### config.mk
export PLATFORM = sky130hd
export DESIGN_NAME = pdm_decim_top
export DESIGN_NICKNAME = d
export VERILOG_FILES = /design/src/rtl/pdm_decim_pkg.sv /design/src/rtl/pdm_edge_split.sv /design/src/rtl/pdm_cic_chan.sv /design/src/rtl/pdm_decim_top.sv
export SDC_FILE = /design/constraint.sdc
export NUM_CORES = 2
export LEC_CHECK = 0
export BUFFER_PORTS_ARGS = -buffer_cell sky130_fd_sc_hd__buf_2
export CAP_MARGIN = 10
export CORE_ASPECT_RATIO = 0.6
export CORE_MARGIN = 5
export CORE_UTILIZATION = 51
export CTS_BUF_LIST = sky130_fd_sc_hd__clkbuf_4
export DETAILED_ROUTE_END_ITERATION = 10
export GPL_TIMING_DRIVEN = 0
export PLACE_DENSITY = 0.76
export SKIP_CTS_REPAIR_TIMING = 1
export SKIP_LAST_GASP = 1
export SLEW_MARGIN = 20
export SYNTH_ARGS = -nofsm -noshare
export SYNTH_HDL_FRONTEND = slang
export SYNTH_SLANG_ARGS = --single-unit
### constraint.sdc
create_clock -name clk -period 15.3 [get_ports clk]
set_input_delay 0 -clock clk [delete_from_list [all_inputs] [get_ports clk]]
set_output_delay 0 -clock clk [all_outputs]
set_load 0.01 [all_outputs]
### src/rtl/pdm_decim_pkg.sv
package pdm_decim_pkg;
  localparam int DEC_RATIO   = 64;
  localparam int CIC_ORDER   = 4;
  localparam int OUT_W       = 20;
  localparam int MUTE_FRAMES = 48;
  localparam int NUM_CH      = 2;
  localparam int COMP_SHIFT  = 4;

  localparam int LOG2R    = $clog2(DEC_RATIO);
  localparam int GAIN_SH  = CIC_ORDER * LOG2R;
  localparam int ACC_W    = GAIN_SH + 2;
  localparam int CMP_W    = ACC_W + 3;
  localparam int ROUND_SH = GAIN_SH - (OUT_W - 1);
  localparam int PH_W     = LOG2R;
  localparam int MUTE_W   = $clog2(MUTE_FRAMES + 1);

  localparam logic signed [CMP_W-1:0] SAT_HI = CMP_W'((1 << (OUT_W - 1)) - 1);
  localparam logic signed [CMP_W-1:0] SAT_LO = -SAT_HI - CMP_W'(1);

  function automatic logic [OUT_W-1:0] round_sat(input logic signed [CMP_W-1:0] y);
    logic signed [CMP_W-1:0] t;
    t = (y + CMP_W'(1 << (ROUND_SH - 1))) >>> ROUND_SH;
    if (t > SAT_HI)      return SAT_HI[OUT_W-1:0];
    else if (t < SAT_LO) return SAT_LO[OUT_W-1:0];
    else                 return t[OUT_W-1:0];
  endfunction
endpackage

### src/rtl/pdm_edge_split.sv
module pdm_edge_split
  import pdm_decim_pkg::*;
(
  input  logic              clk,
  input  logic              rst_n,
  input  logic              pdm_dat,
  output logic [NUM_CH-1:0] bits_o
);
  logic rise_q, rise_d, fall_n, fall_q;

  always_ff @(posedge clk or negedge rst_n) begin
    if (!rst_n) begin
      rise_q <= 1'b0;
      rise_d <= 1'b0;
    end else begin
      rise_q <= pdm_dat;
      rise_d <= rise_q;
    end
  end

  always_ff @(negedge clk or negedge rst_n) begin
    if (!rst_n) fall_n <= 1'b0;
    else        fall_n <= pdm_dat;
  end

  always_ff @(posedge clk or negedge rst_n) begin
    if (!rst_n) fall_q <= 1'b0;
    else        fall_q <= fall_n;
  end

  // left bit from edge k and right bit from the half-cycle after it, aligned
  assign bits_o = {fall_q, rise_d};

  // the right bit re-registered into the rising domain is the falling-edge sample
  a_r3_fall_transfer: assert property (@(posedge clk) disable iff (!rst_n)
    1'b1 |=> (fall_q == $past(fall_n)));
endmodule

### src/rtl/pdm_cic_chan.sv
module pdm_cic_chan
  import pdm_decim_pkg::*;
#(
  parameter bit COMP_EN = 1'b1
) (
  input  logic             clk,
  input  logic             rst_n,
  input  logic             bit_i,
  input  logic             dec_stb,
  output logic             y_stb,
  output logic [OUT_W-1:0] y_o
);
  logic signed [ACC_W-1:0] integ [CIC_ORDER];
  logic signed [ACC_W-1:0] cdly  [CIC_ORDER];
  logic signed [ACC_W-1:0] cin   [CIC_ORDER+1];
  logic signed [ACC_W-1:0] x_in;

  assign x_in = bit_i ? ACC_W'(1) : {ACC_W{1'b1}};

  for (genvar s = 0; s < CIC_ORDER; s++) begin : g_int
    logic signed [ACC_W-1:0] src;
    if (s == 0) begin : g_first
      assign src = x_in;
    end else begin : g_next
      assign src = integ[s-1];
    end
    always_ff @(posedge clk or negedge rst_n) begin
      if (!rst_n) integ[s] <= '0;
      else        integ[s] <= integ[s] + src;
    end
  end

  assign cin[0] = integ[CIC_ORDER-1];
  for (genvar s = 0; s < CIC_ORDER; s++) begin : g_comb
    assign cin[s+1] = cin[s] - cdly[s];
    always_ff @(posedge clk or negedge rst_n) begin
      if (!rst_n)       cdly[s] <= '0;
      else if (dec_stb) cdly[s] <= cin[s];
    end
  end

  logic signed [CMP_W-1:0] e0, y_c;
  assign e0 = {{(CMP_W-ACC_W){cin[CIC_ORDER][ACC_W-1]}}, cin[CIC_ORDER]};

  if (COMP_EN) begin : g_comp
    logic signed [CMP_W-1:0] e1, e2, diff;
    always_ff @(posedge clk or negedge rst_n) begin
      if (!rst_n) begin
        e1 <= '0;
        e2 <= '0;
      end else if (dec_stb) begin
        e1 <= e0;
        e2 <= e1;
      end
    end
    assign diff = (e1 <<< 1) - e0 - e2;
    assign y_c  = e1 + (diff >>> COMP_SHIFT);
  end else begin : g_nocomp
    assign y_c = e0;
  end

  always_ff @(posedge clk or negedge rst_n) begin
    if (!rst_n) begin
      y_stb <= 1'b0;
      y_o   <= '0;
    end else begin
      y_stb <= dec_stb;
      if (dec_stb) y_o <= round_sat(y_c);
    end
  end

  // a result appears exactly one cycle after each decimation instant
  a_r2_result_follows: assert property (@(posedge clk) disable iff (!rst_n)
    y_stb |-> $past(dec_stb));
endmodule

### src/rtl/pdm_decim_top.sv
module pdm_decim_top
  import pdm_decim_pkg::*;
(
  input  logic             clk,
  input  logic             rst_n,
  input  logic             pdm_dat,
  output logic             out_valid,
  input  logic             out_ready,
  output logic [OUT_W-1:0] out_left,
  output logic [OUT_W-1:0] out_right
);
  logic [NUM_CH-1:0] bits;
  logic [PH_W-1:0]   phase;
  logic              dec_stb;
  logic [NUM_CH-1:0] y_stb;
  logic [OUT_W-1:0]  y_val [NUM_CH];
  logic [MUTE_W-1:0] mute_cnt;
  logic              muted, load;

  pdm_edge_split u_split (
    .clk    (clk),
    .rst_n  (rst_n),
    .pdm_dat(pdm_dat),
    .bits_o (bits)
  );

  always_ff @(posedge clk or negedge rst_n) begin
    if (!rst_n) phase <= '0;
    else        phase <= phase + PH_W'(1);
  end
  assign dec_stb = (phase == PH_W'(DEC_RATIO - 1));

  for (genvar c = 0; c < NUM_CH; c++) begin : g_ch
    pdm_cic_chan #(.COMP_EN(1'b1)) u_cic (
      .clk    (clk),
      .rst_n  (rst_n),
      .bit_i  (bits[c]),
      .dec_stb(dec_stb),
      .y_stb  (y_stb[c]),
      .y_o    (y_val[c])
    );
  end

  assign load  = y_stb[0];
  assign muted = (mute_cnt < MUTE_W'(MUTE_FRAMES));

  always_ff @(posedge clk or negedge rst_n) begin
    if (!rst_n)             mute_cnt <= '0;
    else if (load && muted) mute_cnt <= mute_cnt + MUTE_W'(1);
  end

  always_ff @(posedge clk or negedge rst_n) begin
    if (!rst_n) begin
      out_valid <= 1'b0;
      out_left  <= '0;
      out_right <= '0;
    end else if (load) begin
      out_valid <= 1'b1;
      out_left  <= muted ? '0 : y_val[0];
      out_right <= muted ? '0 : y_val[1];
    end else if (out_ready) begin
      out_valid <= 1'b0;
    end
  end

  // decimation instants are never adjacent
  a_r2_stb_spacing: assert property (@(posedge clk) disable iff (!rst_n)
    dec_stb |=> !dec_stb);
  // a pair loaded during the start-up window is zero
  a_r6_mute_zero: assert property (@(posedge clk) disable iff (!rst_n)
    (load && muted) |=> (out_valid && out_left == '0 && out_right == '0));
  // a pending pair is held while the consumer stalls
  a_r7_hold: assert property (@(posedge clk) disable iff (!rst_n)
    (out_valid && !out_ready && !load) |=>
      (out_valid && $stable(out_left) && $stable(out_right)));
  // a completed frame is always presented, even on a same-cycle accept
  a_r8_load_wins: assert property (@(posedge clk) disable iff (!rst_n)
    load |=> out_valid);
  // an accepted pair is withdrawn when no frame completes
  a_r9_release: assert property (@(posedge clk) disable iff (!rst_n)
    (out_valid && out_ready && !load) |=> !out_valid);
endmodule

==> Word-level counts from Yosys, hierarchy flattened <==
Index checks and enable logic that the tools add are counted.
{ "totals": {"register_bits": 618, "latch_bits": 0, "ramBits": 0, "rom_bits": 0, "inputBits": 4, "output_inout_bits": 41, "wordCells": 76, "n_memories": 0} }
{ "classes": {"n_addsub": 26, "n_mul": 0, "div_mod_pow": 0, "magnitude_cmp": 5, "eq_ne": 1, "shifts": 0, "n_mux": 10, "bitwise": 0, "reduce_logical": 2} }
{ "op_table": {"columns": ["operator", "count"], "rows": [
  ["$add A26 B26 Y26", 8],
  ["$sub A26 B26 Y26", 8],
  ["$mux W20", 6],
  ["$sub A28 B26 Y29", 2],
  ["$add A27 B6 Y28 const B", 2],
  ["$sub A27 B26 Y28", 2],
  ["$add A26 B25 Y27", 2],
  ["$mux W26", 2],
  ["$gt A24 B20 Y1 const B", 2],
  ["$lt A24 B20 Y1 const B", 2],
  ["$add A6 B1 Y6 const B", 2],
  ["$eq A6 B6 Y1 const B", 1],
  ["$lt A6 B6 Y1 const B", 1],
  ["$mux W1", 2],
  ["$reduce_bool A2 Y1", 1],
  ["$logic_and A1 B1 Y1", 1]
]} }

==> Depth between registers and ports, before layout <==
{ "depth": {"ltp_word": 11, "mapped_depth": 60, "depth_no_buf": 58} }

==> By module <==
A second synthesis with hierarchy kept.
{ "unflattened": {"hier_cells": 4898, "hier_area_um2": 44899.3} }
{ "modules_own_cells": {"columns": ["mod", "instances", "cells_per_inst", "area_each_um2", "seq_area_each_um2"], "rows": [
  ["pdm_cic_chan (g_ch[0].u_cic)", 1, 2414, 21683.3, 7031.7],
  ["pdm_cic_chan (g_ch[1].u_cic)", 1, 2268, 20990.1, 7031.7],
  ["pdm_decim_top", 1, 210, 2110.8, 1326.3],
  ["pdm_edge_split", 1, 6, 115.1, 100.1]
]} }

==> results_dict.tcl <==
set metrics [dict create \
    setup_viol 0 \
    fill_cells 7484 \
    worstSetupPathType "reg2reg" \
    place_congestion 0.9042 \
    grt_pass1_vias 33580 \
    ant_nets 0 \
    clock_path_buffers 3 \
    synth-xor-area-share_pct 8.829 \
    core_sq_um 85880 \
    final.setup.tns_ps 0 \
    cp_data_arrival_time_ps 14440 \
    worstPathMaxFanout 10 \
    avgSynthCellArea_sq_um 9.087 \
    root_buffer "clkbuf_4" \
    hp-class "in2async" \
    maxClockFrequency_ghz 0.07390 \
    ys_seq_area_share_pct 34.90 \
    rr_worst_depth 52 \
    max-cap-violations 0 \
    vias 35500 \
    cts_max_level 4 \
    hold_viol 0 \
    slowest_delay_ps 860 \
    reg2reg_slack_ps 1770 \
    numCtsBuffers 152 \
    track_usage_pct 21.77 \
    synth_nets 5505 \
    clk_pin_slew_ps 70 \
    synth-simple-area-share_pct 12.59 \
    slew_headroom_pct 25.63 \
    die_w_um 390.6 \
    syn_area_sq_um 44320 \
    die_area_sq_um 93080 \
    antenna_found_initial 3 \
    io_pins 45 \
    remaining_drc_errors 0 \
    synth_cell_types 82 \
    synthAdderAreaFrac_pct 18.74 \
    rows 83 \
    synth-edff-count 0 \
    reg2reg_to "g_ch[1].u_cic.y_o[11]" \
    required_ps 16210 \
    outcome "complete, no violations" \
    synth-compound-area-share_pct 18.61 \
    startpoint_type "flop" \
    worstMarginPinSlew_ps 1116 \
    ys_seq_elements 618 \
    drtIter0Drc 2661 \
    cts.sinks 618 \
    timing.final.crit_share_pct 88.44 \
    utilization_pct 56.05 \
    ys_warn_count 0 \
    grt_max_degree 97 \
    start_util_pct 51.60 \
    synth_flop_cell "dfrtp_1" \
    via_per_inst 5.598 \
    synthMuxAreaShare_pct 1.451 \
    grt_pass1_wl_mm 169.9 \
    synthArstFlopShare_pct 100.0 \
    final.min_clock_period_ps 13530 \
    hpwl_mm 78.43 \
    clkLatencyLatePin_ps 1010 \
    fin_skew_ps 139.9 \
    overflow 0 \
    routedWlPerCell_um 16.01 \
    nets 5717 \
    drive_gt1_share_pct 6.379 \
    syn_inst 4877 \
    wirelength_mm 101.5 \
    rsz0062_at_grt "false" \
    maxSlewViolCount 0 \
    area_growth_pct 8.628 \
    crit_path_top_delay_cell "a2111oi_1" \
    synth_top_family_by_area "adder cells" \
    cp-end-kind "flop" \
    port_buffers 44 \
    die-height_um 238.3 \
    r2r_start "g_ch[1].u_cic.cin[104]" \
    drt_first_pass_iters 6 \
    cts_tree "built" \
]
-- cell families after synthesis --
logic type,count (synthesis)
DFF,618
xor gates and xnor gates,442
buffers and inverters,572
muxes,62
AOI/OAI and AO/OA,1318
adders and majority gates,624
and+or+nand+nor,1241
-- registers in the layout, summed over array words and instances (netlist names) --
name                  flops
g_ch.u_cic.cdly         208
g_ch.u_cic.g_int.src    156
g_ch.u_cic.cin           52
g_ch.u_cic.g_comp.e1     52
g_ch.u_cic.g_comp.e2     52
g_ch.u_cic.y_o           40
out_left                 20
out_right                20
mute_cnt                  6
phase                     6
g_ch.u_cic.y_stb          1
out_valid                 1
u_split.fall_n            1
u_split.fall_q            1
u_split.rise_d            1
u_split.rise_q            1
-- worst max path at each step --
| stage | from | to | slack (ps) | cells past startpoint |
|---|---|---|---|---|
| 6_report | g_ch[1].u_cic.cin[104] | g_ch[1].u_cic.y_o[11] | 1770 | 52 |
| 4_1_cts | g_ch[1].u_cic.cin[104] | g_ch[1].u_cic.y_o[11] | 1950 | 53 |
| 3_3_place_gp | rst_n | u_split.fall_n | -6160 | 1 |
| 5_1_grt | g_ch[1].u_cic.cin[104] | g_ch[1].u_cic.y_o[18] | 900 | 52 |
| 3_5_place_dp | g_ch[1].u_cic.cin[104] | g_ch[1].u_cic.y_o[17] | 1980 | 53 |
| 2_1_floorplan | g_ch[1].u_cic.cin[104] | g_ch[1].u_cic.y_o[10] | 4130 | 59 |
-- synthesized netlist by cell type, types with 9 or more instances --
cell type	number	area, sq um
a21oi_1	324	1622
o31a_1	14	122.6
ha_1	558	6982
o211ai_1	25	187.7
a221o_1	42	420.4
o21bai_1	60	450.4
o31ai_1	14	105.1
xor2_1	117	1025
nor4_1	9	56.30
mux2i_1	47	470.5
inv_1	477	1790
dfrtp_1	617	15440
a21boi_0	18	135.1
mux2_2	14	157.7
clkbuf_1	84	315.3
and2_1	11	68.82
or2_2	16	100.1
fa_1	66	1321
nor2_1	317	1190
nor3_1	88	440.4
o21ai_1	17	85.08
o41ai_1	13	113.9
nor2b_1	67	419.2
a31oi_1	37	231.5
o21a_1	60	450.4
nand3_1	72	360.4
a2111oi_0	10	87.58
xnor2_1	322	2820
or3_1	18	112.6
a211o_1	13	113.9
o21ai_0	426	2132
nand2_1	495	1858
nand4_1	23	143.9
a211oi_1	16	120.1
and3_1	43	269.0
a41oi_1	11	96.34
a21o_1	134	1006
o2111ai_1	13	113.9
nand2b_1	58	362.9
-- per-layer routing --
layer	up-vias	part of all wire, %	GRT usage [%]
li1	17540	-	-
met1	16960	53	34.71
met2	877	39	29.34
met3	123	7.2	5.163
met4	0	1.3	5.021
met5	-	0	0
-- critical path, delay by kind of cell (launching register included) --
kind | cells | cell delay [ps]
AO/OA/AOI/OAI | 27 | 7300
adder cells (fa/ha/maj) | 9 | 3110
AND/OR/NAND/NOR | 7 | 950
flip-flops | 1 | 380
XOR/XNOR | 5 | 1050
buffers and inverters | 4 | 630
-- through the flow --
stage	instance area (sq um)	hold WS, ps	instances	worst slack, ps
6_report	48140	92.19	6341	1769
5_1_grt	48140	63.06	6341	899.7
4_1_cts	48040	-1221	6329	1950
3_5_place_dp	46180	-65.26	6075	1983
3_3_place_gp	45970	156.6	6068	-6157
2_1_floorplan	44320	-295.6	4877	4125
-- layout make-up --
type	count	area, sq um	share of cell area (%)
clock buffers	208	1562	3.244
multi-input cells	3687	26690	55.44
diodes	5	12.51	0.02599
well taps	1147	1435	2.981
clock inverters	46	302.8	0.6290
plain buffers	95	374.1	0.7771
inverters	477	1790	3.719
repair buffers	58	510.5	1.060
flip-flops and latches	618	15460	32.12
-- cells in the final DEF, fill, tap and decap left out, types with 67 or more instances in the layout --
| master | count |
|---|---|
| xnor2_1 | 322 |
| a21o_1 | 134 |
| nor2_1 | 317 |
| nor2b_1 | 67 |
| dfrtp_1 | 617 |
| nand2_1 | 495 |
| xor2_1 | 117 |
| ha_1 | 558 |
| nor3_1 | 88 |
| nand3_1 | 72 |
| a21oi_1 | 324 |
| clkbuf_4 | 208 |
| o21ai_0 | 426 |
| inv_1 | 477 |
| clkbuf_1 | 84 |
Power is left out: the tool's default activity adds up to more than one toggle a clock period on the data nets, which glitch-free logic cannot reach.
